<file path="config.mk">
export PLATFORM = sky130hd
export DESIGN_NAME = login_ctrl
export DESIGN_NICKNAME = d
export VERILOG_FILES = /design/src/rtl/login_ctrl_pkg.sv /design/src/rtl/login_char_class.sv /design/src/rtl/login_line_buffer.sv /design/src/rtl/login_ctrl.sv
export SDC_FILE = /design/constraint.sdc
export NUM_CORES = 1
export LEC_CHECK = 0
export ABC_CLOCK_PERIOD_IN_PS = 4200
export BUFFER_PORTS_ARGS = -buffer_cell sky130_fd_sc_hd__buf_4
export CELL_PAD_IN_SITES_DETAIL_PLACEMENT = 0
export CELL_PAD_IN_SITES_GLOBAL_PLACEMENT = 1
export CORE_ASPECT_RATIO = 1.75
export CORE_MARGIN = 4
export CORE_UTILIZATION = 30
export CTS_CLUSTER_SIZE = 25
export DETAILED_ROUTE_END_ITERATION = 12
export GPL_ROUTABILITY_DRIVEN = 0
export PLACE_DENSITY = 0.72
export SYNTH_ARGS = -nofsm -noshare
export SYNTH_HDL_FRONTEND = slang
export SYNTH_HIERARCHICAL = 1
export SYNTH_SLANG_ARGS = --single-unit
</file>
<file path="constraint.sdc">
create_clock -name clk -period 4.2 [get_ports clk]
set_input_delay 0.21 -clock clk [delete_from_list [all_inputs] [get_ports clk]]
set_output_delay 0.21 -clock clk [all_outputs]
set_load 0.02 [all_outputs]
</file>
<file path="src/rtl/login_ctrl_pkg.sv">
package login_ctrl_pkg;
   localparam logic [7:0] CH_ESC   = 8'h1B;
   localparam logic [7:0] CH_CR    = 8'h0D;
   localparam logic [7:0] CH_BS    = 8'h08;
   localparam logic [7:0] CH_SPACE = 8'h20;
   localparam logic [7:0] CH_STAR  = 8'h2A;
   localparam logic [3:0] DIGIT_HI = 4'b0011;

   typedef enum logic [2:0] {
      ST_IDLE, ST_USER, ST_PASS, ST_CARD, ST_IDNUM, ST_CHECK, ST_GRANT, ST_DENY
   } stage_t;

   typedef struct packed {
      logic esc;
      logic cr;
      logic bs;
      logic plain;
   } char_class_t;
endpackage

</file>
<file path="src/rtl/login_char_class.sv">
module login_char_class
   import login_ctrl_pkg::*;
(
   input  logic        valid,
   input  logic [7:0]  ch,
   output char_class_t cls
);
   always_comb begin
      cls.esc   = valid && (ch == CH_ESC);
      cls.cr    = valid && (ch == CH_CR);
      cls.bs    = valid && (ch == CH_BS);
      cls.plain = valid && !(ch == CH_ESC || ch == CH_CR || ch == CH_BS);
   end
endmodule

</file>
<file path="src/rtl/login_line_buffer.sv">
module login_line_buffer #(
   parameter int unsigned     DEPTH   = 8,
   parameter int unsigned     CW      = 8,
   parameter bit              MASKED  = 1'b0,
   parameter logic [CW-1:0]   FILL    = 'h20,
   parameter logic [CW-1:0]   MASK_CH = 'h2A,
   localparam int unsigned    PW      = $clog2(DEPTH + 1)
) (
   input  logic                clk,
   input  logic                rst,
   input  logic                clr,
   input  logic                push,
   input  logic                pop,
   input  logic [CW-1:0]       din,
   output logic [DEPTH*CW-1:0] raw,
   output logic [DEPTH*CW-1:0] shown,
   output logic                full,
   output logic                last
);
   if (DEPTH < 1) begin : g_bad_depth
      $error("login_line_buffer: DEPTH must be at least 1");
   end
   if (CW < 1) begin : g_bad_width
      $error("login_line_buffer: CW must be at least 1");
   end

   logic [PW-1:0] pos;

   assign full = (pos == PW'(DEPTH));
   assign last = (pos == PW'(DEPTH - 1));

   always_ff @(posedge clk) begin
      if (rst || clr)               pos <= '0;
      else if (push && !full)       pos <= pos + 1'b1;
      else if (pop && pos != '0)    pos <= pos - 1'b1;
   end

   for (genvar i = 0; i < DEPTH; i++) begin : g_slot
      logic [CW-1:0] slot_q;
      always_ff @(posedge clk) begin
         if (rst || clr)                                   slot_q <= FILL;
         else if (push && !full && pos == PW'(i))          slot_q <= din;
         else if (pop && !push && pos == PW'(i + 1))       slot_q <= FILL;
      end
      assign raw[i*CW +: CW] = slot_q;

      if (MASKED) begin : g_mask
         logic [CW-1:0] mask_q;
         always_ff @(posedge clk) begin
            if (rst || clr)                                mask_q <= FILL;
            else if (push && !full && pos == PW'(i))       mask_q <= MASK_CH;
            else if (pop && !push && pos == PW'(i + 1))    mask_q <= FILL;
         end
         assign shown[i*CW +: CW] = mask_q;
      end else begin : g_plain
         assign shown[i*CW +: CW] = slot_q;
      end
   end

   AST_POS_RANGE: assert property (@(posedge clk) disable iff (rst) pos <= PW'(DEPTH));
   AST_PUSH_ROOM: assert property (@(posedge clk) disable iff (rst) push |-> !full);
   AST_POP_STEP:  assert property (@(posedge clk) disable iff (rst)
                     (pop && !push && !clr && pos != '0) |=> pos == PW'($past(pos) - 1'b1));
   AST_POP_FLOOR: assert property (@(posedge clk) disable iff (rst)
                     (pop && !push && !clr && pos == '0) |=> pos == '0);
   AST_CLEAR:     assert property (@(posedge clk) disable iff (rst) clr |=> pos == '0);
endmodule

</file>
<file path="src/rtl/login_ctrl.sv">
module login_ctrl
   import login_ctrl_pkg::*;
#(
   parameter int unsigned         NAME_LEN  = 8,
   parameter int unsigned         ID_LEN    = 9,
   parameter int unsigned         DIGIT_W   = 4,
   parameter int unsigned         CARD_W    = 32,
   parameter logic [CARD_W-1:0]   CARD_IDLE = '0
) (
   input  logic                  clk,
   input  logic                  rst,
   input  logic                  rx_valid,
   input  logic [7:0]            rx_char,
   input  logic                  ir_valid,
   input  logic [DIGIT_W-1:0]    ir_digit,
   input  logic [CARD_W-1:0]     card_word,
   input  logic                  timer_expired,
   input  logic                  chk_done,
   input  logic                  chk_ok,
   output logic [NAME_LEN*8-1:0] user_buf,
   output logic [NAME_LEN*8-1:0] pass_buf,
   output logic [NAME_LEN*8-1:0] pass_mask_buf,
   output logic [ID_LEN*8-1:0]   id_buf,
   output logic                  prompt_user,
   output logic                  prompt_pass,
   output logic                  prompt_card,
   output logic                  prompt_id,
   output logic                  timer_load,
   output logic                  echo_valid,
   output logic [7:0]            echo_char,
   output logic                  bell,
   output logic                  tap_seen,
   output logic                  chk_start,
   output logic                  authorised,
   output logic                  unauthorised
);
   if (NAME_LEN < 1 || ID_LEN < 1) begin : g_bad_len
      $error("login_ctrl: buffer lengths must be at least 1");
   end
   if (DIGIT_W != 4) begin : g_bad_digit
      $error("login_ctrl: digit codes must be 4 bits wide");
   end

   stage_t      state;
   char_class_t cls;
   logic        esc_hit, timeout_hit, wipe;
   logic        user_push, user_pop, user_full, user_last;
   logic        pass_push, pass_pop, pass_full, pass_last;
   logic        id_push, id_full, id_last;
   logic        bell_req;
   logic [NAME_LEN*8-1:0] user_raw_unused;
   logic [ID_LEN*8-1:0]   id_raw_unused;

   login_char_class i_class (.valid(rx_valid), .ch(rx_char), .cls(cls));

   always_comb begin
      esc_hit     = cls.esc;
      timeout_hit = timer_expired && (state == ST_USER || state == ST_PASS ||
                    state == ST_CARD || state == ST_IDNUM || state == ST_DENY);
      wipe        = esc_hit || timeout_hit;
      user_push   = !wipe && state == ST_USER  && cls.plain && !user_full;
      user_pop    = !wipe && state == ST_USER  && cls.bs;
      pass_push   = !wipe && state == ST_PASS  && cls.plain && !pass_full;
      pass_pop    = !wipe && state == ST_PASS  && cls.bs;
      id_push     = !wipe && state == ST_IDNUM && ir_valid && !id_full;
      bell_req    = !wipe && cls.plain &&
                    ((state == ST_USER && user_full) || (state == ST_PASS && pass_full));
   end

   login_line_buffer #(.DEPTH(NAME_LEN), .CW(8), .MASKED(1'b0), .FILL(CH_SPACE), .MASK_CH(CH_STAR))
      i_user (.clk(clk), .rst(rst), .clr(wipe), .push(user_push), .pop(user_pop),
              .din(rx_char), .raw(user_raw_unused), .shown(user_buf),
              .full(user_full), .last(user_last));

   login_line_buffer #(.DEPTH(NAME_LEN), .CW(8), .MASKED(1'b1), .FILL(CH_SPACE), .MASK_CH(CH_STAR))
      i_pass (.clk(clk), .rst(rst), .clr(wipe), .push(pass_push), .pop(pass_pop),
              .din(rx_char), .raw(pass_buf), .shown(pass_mask_buf),
              .full(pass_full), .last(pass_last));

   login_line_buffer #(.DEPTH(ID_LEN), .CW(8), .MASKED(1'b0), .FILL(CH_SPACE), .MASK_CH(CH_STAR))
      i_id (.clk(clk), .rst(rst), .clr(wipe), .push(id_push), .pop(1'b0),
            .din({DIGIT_HI, ir_digit}), .raw(id_raw_unused), .shown(id_buf),
            .full(id_full), .last(id_last));

   always_ff @(posedge clk) begin
      if (rst) begin
         state       <= ST_IDLE;
         prompt_user <= 1'b0;
         prompt_pass <= 1'b0;
         prompt_card <= 1'b0;
         prompt_id   <= 1'b0;
         timer_load  <= 1'b0;
         echo_valid  <= 1'b0;
         echo_char   <= '0;
         bell        <= 1'b0;
         tap_seen    <= 1'b0;
         chk_start   <= 1'b0;
      end else begin
         prompt_user <= 1'b0;
         prompt_pass <= 1'b0;
         prompt_card <= 1'b0;
         prompt_id   <= 1'b0;
         timer_load  <= 1'b0;
         echo_valid  <= 1'b0;
         tap_seen    <= 1'b0;
         chk_start   <= 1'b0;
         bell        <= bell_req;
         if (wipe) begin
            state <= ST_IDLE;
         end else begin
            unique case (state)
               ST_IDLE: if (cls.cr) begin
                  state       <= ST_USER;
                  prompt_user <= 1'b1;
                  timer_load  <= 1'b1;
               end
               ST_USER: if (cls.cr) begin
                  state       <= ST_PASS;
                  prompt_pass <= 1'b1;
                  timer_load  <= 1'b1;
               end else if (user_push) begin
                  echo_valid  <= 1'b1;
                  echo_char   <= rx_char;
               end
               ST_PASS: if (cls.cr) begin
                  state       <= ST_CARD;
                  prompt_card <= 1'b1;
                  timer_load  <= 1'b1;
               end else if (pass_push) begin
                  echo_valid  <= 1'b1;
                  echo_char   <= CH_STAR;
               end
               ST_CARD: if (card_word != CARD_IDLE) begin
                  state       <= ST_IDNUM;
                  tap_seen    <= 1'b1;
                  prompt_id   <= 1'b1;
                  timer_load  <= 1'b1;
               end
               ST_IDNUM: if (id_push && id_last) begin
                  state       <= ST_CHECK;
                  chk_start   <= 1'b1;
               end
               ST_CHECK: if (chk_done) begin
                  state       <= chk_ok ? ST_GRANT : ST_DENY;
                  timer_load  <= !chk_ok;
               end
               ST_GRANT, ST_DENY: state <= state;
               default: state <= ST_IDLE;
            endcase
         end
      end
   end

   assign authorised   = (state == ST_GRANT);
   assign unauthorised = (state == ST_DENY);

   AST_ESC_HOME:     assert property (@(posedge clk) disable iff (rst)
                        (rx_valid && rx_char == CH_ESC) |=> state == ST_IDLE);
   AST_IDLE_QUIET:   assert property (@(posedge clk) disable iff (rst)
                        (state == ST_IDLE && !(rx_valid && rx_char == CH_CR)) |=> (state == ST_IDLE && !prompt_user));
   AST_ONE_PROMPT:   assert property (@(posedge clk) disable iff (rst)
                        $onehot0({prompt_user, prompt_pass, prompt_card, prompt_id}));
   AST_BELL_NO_ECHO: assert property (@(posedge clk) disable iff (rst) bell |-> !echo_valid);
   AST_TIMEOUT_HOME: assert property (@(posedge clk) disable iff (rst)
                        (timer_expired && (state == ST_USER || state == ST_PASS || state == ST_CARD || state == ST_IDNUM))
                        |=> (state == ST_IDLE && user_buf == {NAME_LEN{CH_SPACE}}));
   AST_TAP_PROMPT:   assert property (@(posedge clk) disable iff (rst) tap_seen |-> (prompt_id && timer_load));
   AST_VERDICT:      assert property (@(posedge clk) disable iff (rst) !(authorised && unauthorised));
   AST_MASK_ECHO:    assert property (@(posedge clk) disable iff (rst)
                        (echo_valid && $past(state) == ST_PASS) |-> echo_char == CH_STAR);
endmodule

</file>
# Word level (Yosys, flattened, before mapping)
# Index checks and enable logic that the tools add are counted.
[word_totals]
ff_bits = 220
elab_cells = 300
[classes]
n_addsub = 5
eq_ne = 45
muxes = 75
n_bitwise = 7
n_reduce_logical = 122
[op_table]
columns = ["operator", "count"]
rows = [
  ["8-bit two-way mux", 36],
  ["4-bit two-way mux", 20],
  ["1-bit logical AND", 69],
  ["4-bit by 3-bit equality test with 1-bit output, second input constant", 12],
  ["2-bit nonzero test", 19],
  ["32-bit nonzero test", 1],
  ["4-bit by 2-bit equality test with 1-bit output, second input constant", 6],
  ["3-bit two-way mux", 6],
  ["3-bit one-hot mux with 6 select lines", 1],
  ["3-bit OR reduction", 6],
  ["4-bit equality test, second input constant", 4],
  ["8-bit by 4-bit equality test with 1-bit output, second input constant", 2],
  ["8-bit one-hot mux with 2 select lines", 1],
  ["4-bit by 1-bit adder with 4-bit output, second input constant", 3],
  ["3-bit equality test, second input constant", 4],
  ["4-bit by 1-bit equality test with 1-bit output, second input constant", 3],
  ["4-bit logical NOT", 3],
  ["2-bit != test, second input constant", 6],
  ["1-bit logical OR", 9],
  ["1-bit two-way mux", 9],
  ["8-bit by 5-bit equality test with 1-bit output, second input constant", 1],
  ["1-bit logical NOT", 8],
  ["2-bit by 1-bit != test with 1-bit output, second input constant", 4],
  ["4-bit nonzero test", 2],
  ["10 further kinds", 19],
]

# Longest topological paths before layout
# Gate-level depths: netlist of the first run.
[depth]
word_depth = 16
depth_mapped = 13
depth_no_buf = 10

# By module
# Netlist of the first run, hierarchy kept.
[modules_own_cells]
columns = ["module", "instances", "cells_per_inst", "area_each_um2", "seq_area_each_um2"]
rows = [
  ["login_line_buffer at i_id", 1, 405, 3590.9, 1521.5],
  ["login_line_buffer at i_pass", 1, 384, 3469.6, 1521.5],
  ["login_line_buffer at i_user", 1, 348, 3135.5, 1361.3],
  ["login_ctrl", 1, 116, 1013.5, 380.4],
  ["login_char_class", 1, 12, 95.1, 0.0],
]

# Worst setup path after synthesis of the first run
# No wires, ideal clock.
[synth_path]
path_kind = "register to register"
start = "register i_id.pos[1]"
end = "register i_id.pos[0]"
setup_ns = 0.128
arrival_ns = 2.483
t_required_ns = 4.072
path_slack_ns = 1.589
path_stages_with_launch = 13
n_path_buf = 2
period_less_slack_ns = 2.611
path_cell_list = "dfxtp_1 inv_1 ha_1 nand2_1 inv_1 or4b_4 nor4_1 buf_4 buf_6 nor2_1 a311o_1 xnor2_1 nor2_1"
[synth_via]
elab_chain_len = 4
[synth_lines]
columns = ["item", "line_no", "source"]
rows = [
  ["from (decl)", "login_line_buffer.sv:27", "logic [PW-1:0] pos;"],
  ["from (signal assigned)", "login_line_buffer.sv:34", "else if (push && !full) pos <= pos + 1'b1;"],
  ["from (signal assigned)", "login_line_buffer.sv:35", "else if (pop && pos != '0) pos <= pos - 1'b1;"],
  ["4-bit equality test", "--", ""],
  ["named net id_full", "login_ctrl.sv:49", "logic id_push, id_full, id_last;"],
  ["1-bit logical NOT", "login_ctrl.sv:65", "id_push = !wipe && state == ST_IDNUM && ir_valid && !id_full;"],
  ["1-bit logical AND", "login_ctrl.sv:65", ""],
  ["named net id_push", "login_ctrl.sv:49", ""],
  ["1-bit logical AND", "login_line_buffer.sv:34", ""],
]
# The timed path passes the listed nets, and every way through them passes these cells.
# A chain may end at the register's enable or synchronous reset.

==> flow_summary.toml, run 1 <==
[final_layout]
drive_gt1_share_pct = 28.9
diodes = 0
final_area_um2 = 13300
mostFrequentLayoutCells = "291 x buf_4, 239 x dfxtp_1, 191 x nor2_1, 163 x a22oi_1, 54 x nand2_1"
nNetsFinal = 1430
syn2layout_area_growth_pct = 17.7
final_common_cell = "buf_4"

[timing]
relSlewSlack_pct = 47.6
hold_violations = 0
fin_skew_ns = 0.0130
setup_viol = 0
setup_tns_ns = 0
timing.fmax_ghz = 0.328
rsz0062_at_grt = "no"
slew_viol_final = 0
timing.final.crit_share_pct = 72.5
finalCriticalPeriod_ns = 3.05
tightest_slew_ns = 0.780

[global_route]
grtUsageMet1_pct = 17.3
top_usage_layer = "met2"
grt_pass1_vias = 9033
antenna_found_initial = 0
met3_usage_pct = 4.08
grt_overflow = 0
grt_util_all_layers_pct = 16.2
grt_max_degree = 65
grt_pass1_wl_mm = 53.3
use_met2_pct = 31.1

[drt]
route.detailed.wl_per_inst_um = 19.1
drt-total-wl_mm = 35.4
first_pass_iters = 5
vias = 9098
drt_iter0_drc = 422
ant_nets = 0
drc_errors = 0
via_per_inst = 4.90

[setup_path]
critPathArrivalTime_ns = 3.50
end_kind = "flip-flop"
critical_path_required_ns = 4.65
path_max_fanout = 15
startpoint_type = "flip-flop"
path_class = "reg2reg"

[floorplan]
die_area_um2 = 40900
die_h_um = 265
coreArea_um2 = 37000
rows = 93
initial_utilization_pct = 30.5
io_pins = 334
die_width_um = 155

[run]
drv_cap = 0

[pwr]
powerDensity_nw_per_um2 = 375
p_leak_nw = 5.51
fin_total_pwr_mw = 4.98
vdd_ir_drop_max_mv = 0.337

[clock_tree]
cts_tree = "done"
clockRootBuffer = "clkbuf_16"
numCtsBuffers = 23
clk_latency_ns = 0.54
clock_sinks = 239
clk_pin_slew_worst_paths_ns = 0.07
hold_buffers = 1
cts_resized = 0
htreeDepth = 1
clk_path_buf_depth = 3
postCtsSetupBuffers = 0

[run_status]
outcome = "completed"

[placement]
port_buffers = 285
place_area_um2 = 12500
dp_hpwl_mm = 26.1

[logic_synthesis]
synth_cells = 1263
avgSynthCellArea_um2 = 8.94
yosys_warnings = 6
syn_area_um2 = 11300

[worst_hold_path]
hold_path_class = "in2reg"
## where the power goes
| group | switching, mW | internal, mW | total (mW) |
|---|---|---|---|
| Clock | 0.941 | 1.34 | 2.28 |
| Sequential | 0.0309 | 2.28 | 2.31 |
| Combinational | 0.274 | 0.124 | 0.399 |
## critical path, stage by stage, from the launching register on
cell and delay, ns:
dfxtp_1 0.58, and2b_4 0.29, nand2_1 0.10, inv_1 0.05
or4b_4 0.48, nor4_2 0.47, and4b_1 0.54, a31oi_4 0.13
nor2b_1 0.18, o21ai_0 0.15
## layout make-up
| cell class | instances | area [um2] |
|---|---|---|
| clock buffers | 28 | 634 |
| clock inverters | 14 | 195 |
| fillers | 3840 | 23700 |
| inverters | 34 | 128 |
| multi-input cells | 776 | 4760 |
| flip-flops and latches | 239 | 4780 |
| well taps | 475 | 594 |
| repair buffers | 292 | 2190 |
## stage by stage
| stage | util [%] | std cells | hold WS, ns | worst slack (ns) |
|---|---|---|---|---|
| global placement | 33.7 | 1815 | 0.453 | 1.02 |
| detailed placement | 33.7 | 1815 | 0.454 | 0.977 |
| CTS | 35.9 | 1858 | 0.00921 | 1.13 |
| finish | 35.9 | 1858 | 0.0330 | 1.15 |
| floorplan | - | 1312 | 0.318 | 1.59 |
| global route | 35.9 | 1858 | 0.0147 | 0.844 |
## state kept, by name, summed over array words and instances (netlist names)
register and cells:
echo_char 8, i_id/g_slot.slot_q 72, state 3, prompt_user 1, i_id/pos 4, bell 1
tap_seen 1, prompt_card 1, chk_start 1, i_pass/g_slot.g_mask.mask_q 8, echo_valid 1, timer_load 1
i_pass/pos 4, prompt_pass 1, i_user/pos 4, i_user/g_slot.slot_q 64, i_pass/g_slot.slot_q 64
## metal layers
metal / vias up / share of wire (%)
met1: 4379 / 36
met2: 309 / 54
met3: 45 / 7.5
met5: - / 0
li1: 4365 / -
met4: 0 / 2.4
## worst paths after layout
| kind | cells past startpoint | from | end | slack, ns |
|---|---|---|---|---|
| max reg2reg | 9 | i_id/pos[2] | i_id/g_slot[7].slot_q[5] | 1.15 |
| min | 4 | timer_expired | prompt_card | 0.03 |
| max | 9 | i_id/pos[2] | i_id/g_slot[7].slot_q[5] | 1.15 |
| min reg2reg | 2 | echo_char[4] | echo_char[4] | 0.47 |
Power figures use the tool's default switching activity.
==> inputs of run 2 (changes only) <==
ABC_CLOCK_PERIOD_IN_PS = 2700   (was 4200)
PLACE_DENSITY = 0.75   (was 0.72)
clock period = 2.7 ns   (was 4.2 ns; I/O delays follow)
==> run 2 against run 1 <==
Net effect:
- sequential share of layout area down 1.7 points
- first-iteration DRC count down 1.2%
- clock-buffer cell count up 10
- non-clock buffer count up 66
- global-route usage up 0.69 points
- clock skew down 0.00087 ns
- cell count up 3.8%
- total power up 60%
- hold slack better by 0.058 ns
- die area unchanged
- via count up 4.3%
- critical endpoint is now echo_char[4]
- largest cell class is now multi-input combinational cells
- largest power group is now the clock network
==> flow_summary.toml, run 2 (synthesized netlist as in run 1, its figures left out) <==
[global_route]
grt_overflow = 0
antenna_found_initial = 0
grt_pass1_wl_mm = 55.2
grt_util_all_layers_pct = 16.9
grt_max_degree = 43
grt_pass1_vias = 9448

[timing]
setup_viol = 0
finalCriticalPeriod_ns = 2.52
whs_ns = 0.0908
fin_skew_ns = 0.0121
rsz0062_at_grt = "no"
relSlewSlack_pct = 53.3
timing.fmax_ghz = 0.397
slew_viol_final = 0
timing.final.crit_share_pct = 93.4
fin_ws_ns = 0.179
hold_violations = 0
tightest_slew_ns = 0.701
setup_tns_ns = 0

[clock_tree]
clk_latency_ns = 0.55
clk_path_buf_depth = 3
clockRootBuffer = "clkbuf_16"
cts_tree = "done"
htreeDepth = 1
numCtsBuffers = 25
clk_pin_slew_worst_paths_ns = 0.06
clock_sinks = 239

[final_layout]
nNetsFinal = 1498
regMostFlops = "i_id/g_slot.slot_q"
diodes = 0
largest_register_ffs = 72
num-fill-cells = 3781
final-seq-area_um2 = 4790
top_regs = "i_id/g_slot.slot_q x72, i_pass/g_slot.slot_q x64, i_user/g_slot.slot_q x64"
final_common_cell = "buf_4"
drive_gt1_share_pct = 31.6
multiInputGateArea_um2 = 4800
post-route-util_pct = 37.7
syn2layout_area_growth_pct = 23.5
mostFrequentLayoutCells = "341 x buf_4, 238 x dfxtp_1, 190 x nor2_1, 163 x a22oi_1, 54 x nand2_1"

[drt]
drt-total-wl_mm = 36.9
route.detailed.wl_per_inst_um = 19.1
via_per_inst = 4.92
drt_iter0_drc = 417
ant_nets = 0
vias = 9486
drc_errors = 0
first_pass_iters = 5

[setup_path]
reg2reg_depth = 8
startpoint_type = "flip-flop"
end_kind = "flip-flop"
path_max_fanout = 8
reg2reg_slack_ns = 0.18
rr_endpoint = "echo_char[4]"
critical_path_required_ns = 3.12
critPathArrivalTime_ns = 2.94
path_class = "reg2reg"
reg2reg_from = "i_user/pos[0]"

[floorplan]
die_area_um2 = 40900
rows = 93
initial_utilization_pct = 30.5
coreArea_um2 = 37000
die_h_um = 265
die_width_um = 155
io_pins = 334

[run]
drv_cap = 0

[pwr]
powerDensity_nw_per_um2 = 572
fin_total_pwr_mw = 7.98
p_leak_nw = 5.86
vdd_ir_drop_max_mv = 0.492

[placement]
port_buffers = 285
dp_hpwl_mm = 27.6
dp_slack_ns = 0.101

[worst_hold_path]
hp-start = "chk_done"
hold_depth = 5
hold_path_class = "in2reg"
hold_end = "timer_load"

[run_status]
outcome = "completed"
==> run 2: worst max path at each step <==
stage	startpoint	to	slack, ns
6_report	i_user/pos[0]	echo_char[4]	0.18
5_1_grt	i_user/pos[1]	echo_char[4]	0.02
4_1_cts	i_user/pos[0]	echo_char[4]	0.04
3_5_place_dp	state[0]	i_user/g_slot[3].slot_q[0]	0.10
3_3_place_gp	state[0]	i_user/g_slot[3].slot_q[0]	0.13
2_1_floorplan	i_id/pos[1]	i_id/pos[0]	0.09
==> run 2: what timing repair did <==
action / CTS / global route
endpoints found under the hold margin: 46 / 0
resized for setup: 0 / 11
hold buffers: 12 / 0
endpoints found under the setup margin: 0 / 64
buffers inserted: 0 / 0
==> run 2: routing by layer <==
| metal | track usage (%) | routed length (um) | vias up |
|---|---|---|---|
| met5 | 0 | 0 | - |
| met4 | 6.78 | 1450 | 0 |
| met3 | 3.38 | 2350 | 70 |
| met2 | 32.9 | 19800 | 359 |
| met1 | 17.4 | 13200 | 4557 |
| li1 | - | - | 4500 |
==> run 2: cell type report <==
| type | count | area share, % |
|---|---|---|
| Timing Repair Buffer | 358 | 19.8 |
| Inverter | 34 | 0.915 |
| Tap cell | 475 | 4.26 |
| Clock inverter | 8 | 0.960 |
| Multi-Input combinational cell | 776 | 34.4 |
| Sequential cell | 239 | 34.3 |
| Clock buffer | 38 | 5.34 |
==> run 2: worst max-delay path, stage by stage, from the launching register on <==
cell,delay [ns]
dfxtp_1,0.41
inv_1,0.11
ha_2,0.24
nand3b_1,0.17
inv_1,0.10
nand4bb_2,0.33
a21oi_4,0.39
o31ai_1,0.09
dlygate4sd3_1,0.56
==> run 2: where the power goes <==
part | switching, mW | leakage (nW) | internal (mW)
sequential | 0.0161 | 1.93 | 3.55
combinational | 0.488 | 3.50 | 0.241
clock | 1.49 | 0.434 | 2.20
total | 1.99 | 5.86 | 5.99
==> run 2: per-stage QoR <==
stage	std cells	instance area (um2)
final	1928	13900
after global routing	1928	13900
after CTS	1927	13900
after detailed placement	1869	12900
after global placement	1869	12900
after floorplan	1312	11500
==> inputs of run 3 (changes only) <==
CTS_BUF_LIST = sky130_fd_sc_hd__clkbuf_8   (was unset)
==> run 3 against run 2 <==
Net effect:
- cell count rose by 1.3%
- clock skew rose by 0.014 ns
- clock-buffer cell count increased by 14
- via count is 1.1% higher
- non-clock buffer count up 1
- die area did not move
- global-route usage up 0.27 points
- total power grew 0.68%
- register-to-register slack improved by 0.03 ns
- largest power group unchanged
- design area grew 0.41%
==> flow_summary.toml, run 3 (synthesized netlist as in run 1, its figures left out) <==
[drt]
drt-total-wl_mm = 37.2
via_per_inst = 4.91
route.detailed.wl_per_inst_um = 19.1
drc_errors = 0
wl_met3_mm = 2.48
highest_layer = "met4"
vias = 9594
ant_nets = 0
drt_iter0_drc = 419
drt-met1-wl_mm = 13.0
first_pass_iters = 5
wl_met2_mm = 20.2

[final_layout]
syn2layout_area_growth_pct = 24.0
drive_gt1_share_pct = 32.9
nNetsFinal = 1514
num-fill-cells = 3787
regMostFlops = "i_id/g_slot.slot_q"
mostFrequentLayoutCells = "342 x buf_4, 238 x dfxtp_1, 190 x nor2_1, 163 x a22oi_1, 54 x nand2_1"
final_area_um2 = 14000
largest_register_ffs = 72
top_regs = "i_id/g_slot.slot_q x72, i_pass/g_slot.slot_q x64, i_user/g_slot.slot_q x64"
post-route-util_pct = 37.8
final-seq-area_um2 = 4790
final_common_cell = "buf_4"
multiInputGateArea_um2 = 4800

[clock_tree]
numCtsBuffers = 40
clockRootBuffer = "clkbuf_8"
clk_pin_slew_worst_paths_ns = 0.06
clk_latency_ns = 0.55
clk_path_buf_depth = 3
clock_sinks = 239
cts_tree = "done"
htreeDepth = 2

[timing]
timing.final.crit_share_pct = 94.1
slew_viol_final = 0
relSlewSlack_pct = 57.0
rsz0062_at_grt = "no"
setup_tns_ns = 0
setup_viol = 0
hold_violations = 0
fin_skew_ns = 0.0258
timing.fmax_ghz = 0.394
finalCriticalPeriod_ns = 2.54
tightest_slew_ns = 0.645

[setup_path]
slowest_delay_ns = 0.57
end_kind = "flip-flop"
path_class = "in2reg"
crit_top_cell = "dlygate4sd3_1"
crit_family = "simple AND/OR/NAND/NOR gates"
cp_slowest_cell = "dlygate4sd3_1"
startpoint_type = "input port"
critical_path_required_ns = 3.18
path_max_fanout = 8
crit_chain = "dlygate4sd3_1, buf_4, nor4b_4, nand3_2, nor2_1, or3_4, or2_1, a21oi_4, o31ai_1, dlygate4sd3_1"
path_buf_inv = 3
critPathArrivalTime_ns = 3.02

[placement]
port_buffers = 285
dp_hpwl_mm = 27.6
place_area_um2 = 12900

[global_route]
grt_pass1_vias = 9664
antenna_found_initial = 1
grt_util_all_layers_pct = 17.2
grt_pass1_wl_mm = 55.9
grt_max_degree = 43
grt_overflow = 0

[pwr]
powerDensity_nw_per_um2 = 573
p_leak_nw = 5.92
vdd_ir_drop_max_mv = 0.457
switching_share_pct = 25.3
clkPwrFrac_pct = 46.6
power.internal_mw = 6.00
combPwrFrac_pct = 9.1
power_frac_seq_pct = 44.4
p_sw_mw = 2.03

[floorplan]
die_h_um = 265
die_width_um = 155
io_pins = 334
coreArea_um2 = 37000
die_area_um2 = 40900
rows = 93
initial_utilization_pct = 30.5

[run_status]
outcome = "completed"

[worst_hold_path]
hold_path_class = "in2reg"

[run]
drv_cap = 0
[run 3: changes by cell type in the layout (fill, tap and decap cells not counted), moves of 2 or more]
cell,before,now
clkinvlp_4,0,2
inv_1,34,38
bufinv_16,3,5
clkbuf_16,25,0
clkbuf_8,7,52
clkbuf_1,6,0
clkinv_2,3,5
[run 3: per-layer routing]
metal | track usage [%] | vias to the layer above
li1 | - | 4531
met4 | 7.62 | 0
met5 | 0 | -
met2 | 33.3 | 374
met3 | 3.68 | 80
met1 | 17.3 | 4609
[run 3: cell type report]
cell class                 count  area share, %
clock inverter                17           1.53
antenna                        1         0.0179
sequential                   239           34.2
multi-input combinational    776           34.3
timing repair buffer         359           19.7
clock buffer                  52           5.11
inverter                      34          0.911
tap                          475           4.24
[run 3: power groups by stage]
stage | registers (mW) | logic, mW | clock network, mW
6_report | 3.56 | 0.728 | 3.74
2_1_floorplan | 3.64 | 0.517 | 0
3_5_place_dp | 3.64 | 0.692 | 0
5_1_grt | 3.56 | 0.794 | 4.00
4_1_cts | 3.56 | 0.709 | 3.87
3_3_place_gp | 3.64 | 0.686 | 0
[run 3: worst paths after layout]
check | cells past startpoint | end | slack (ns) | startpoint
hold reg to reg | 2 | echo_char[0] | 0.47 | echo_char[0]
setup / recovery | 10 | echo_char[4] | 0.16 | rx_char[5]
setup reg to reg | 8 | echo_char[4] | 0.21 | i_user/pos[0]
hold / removal | 5 | timer_load | 0.1 | chk_done
[run 3: stage by stage]
step	hold WS [ns]	total power [mW]	cells	worst slack, ns
2_1_floorplan	0.243	4.16	1312	0.0891
3_3_place_gp	0.433	4.32	1869	0.134
3_5_place_dp	0.437	4.33	1869	0.101
4_1_cts	0.0511	8.14	1950	0.0375
5_1_grt	0.113	8.36	1953	0.0261
6_report	0.0959	8.03	1953	0.160
[run 3: timing repair]
action / 4_1_cts / 5_1_grt
endpoints found under the hold margin: 47 / 0
endpoints found under the setup margin: 0 / 63
setup buffers: 0 / 1
gates resized for setup: 0 / 11
hold buffers: 12 / 0
[run 3: worst register-to-register path: stages, from the launching register on]
cell,delay [ns]
dfxtp_1,0.40
inv_1,0.11
ha_2,0.24
nand3b_1,0.16
inv_1,0.09
nand4bb_2,0.32
a21oi_4,0.39
o31ai_1,0.10
dlygate4sd3_1,0.56
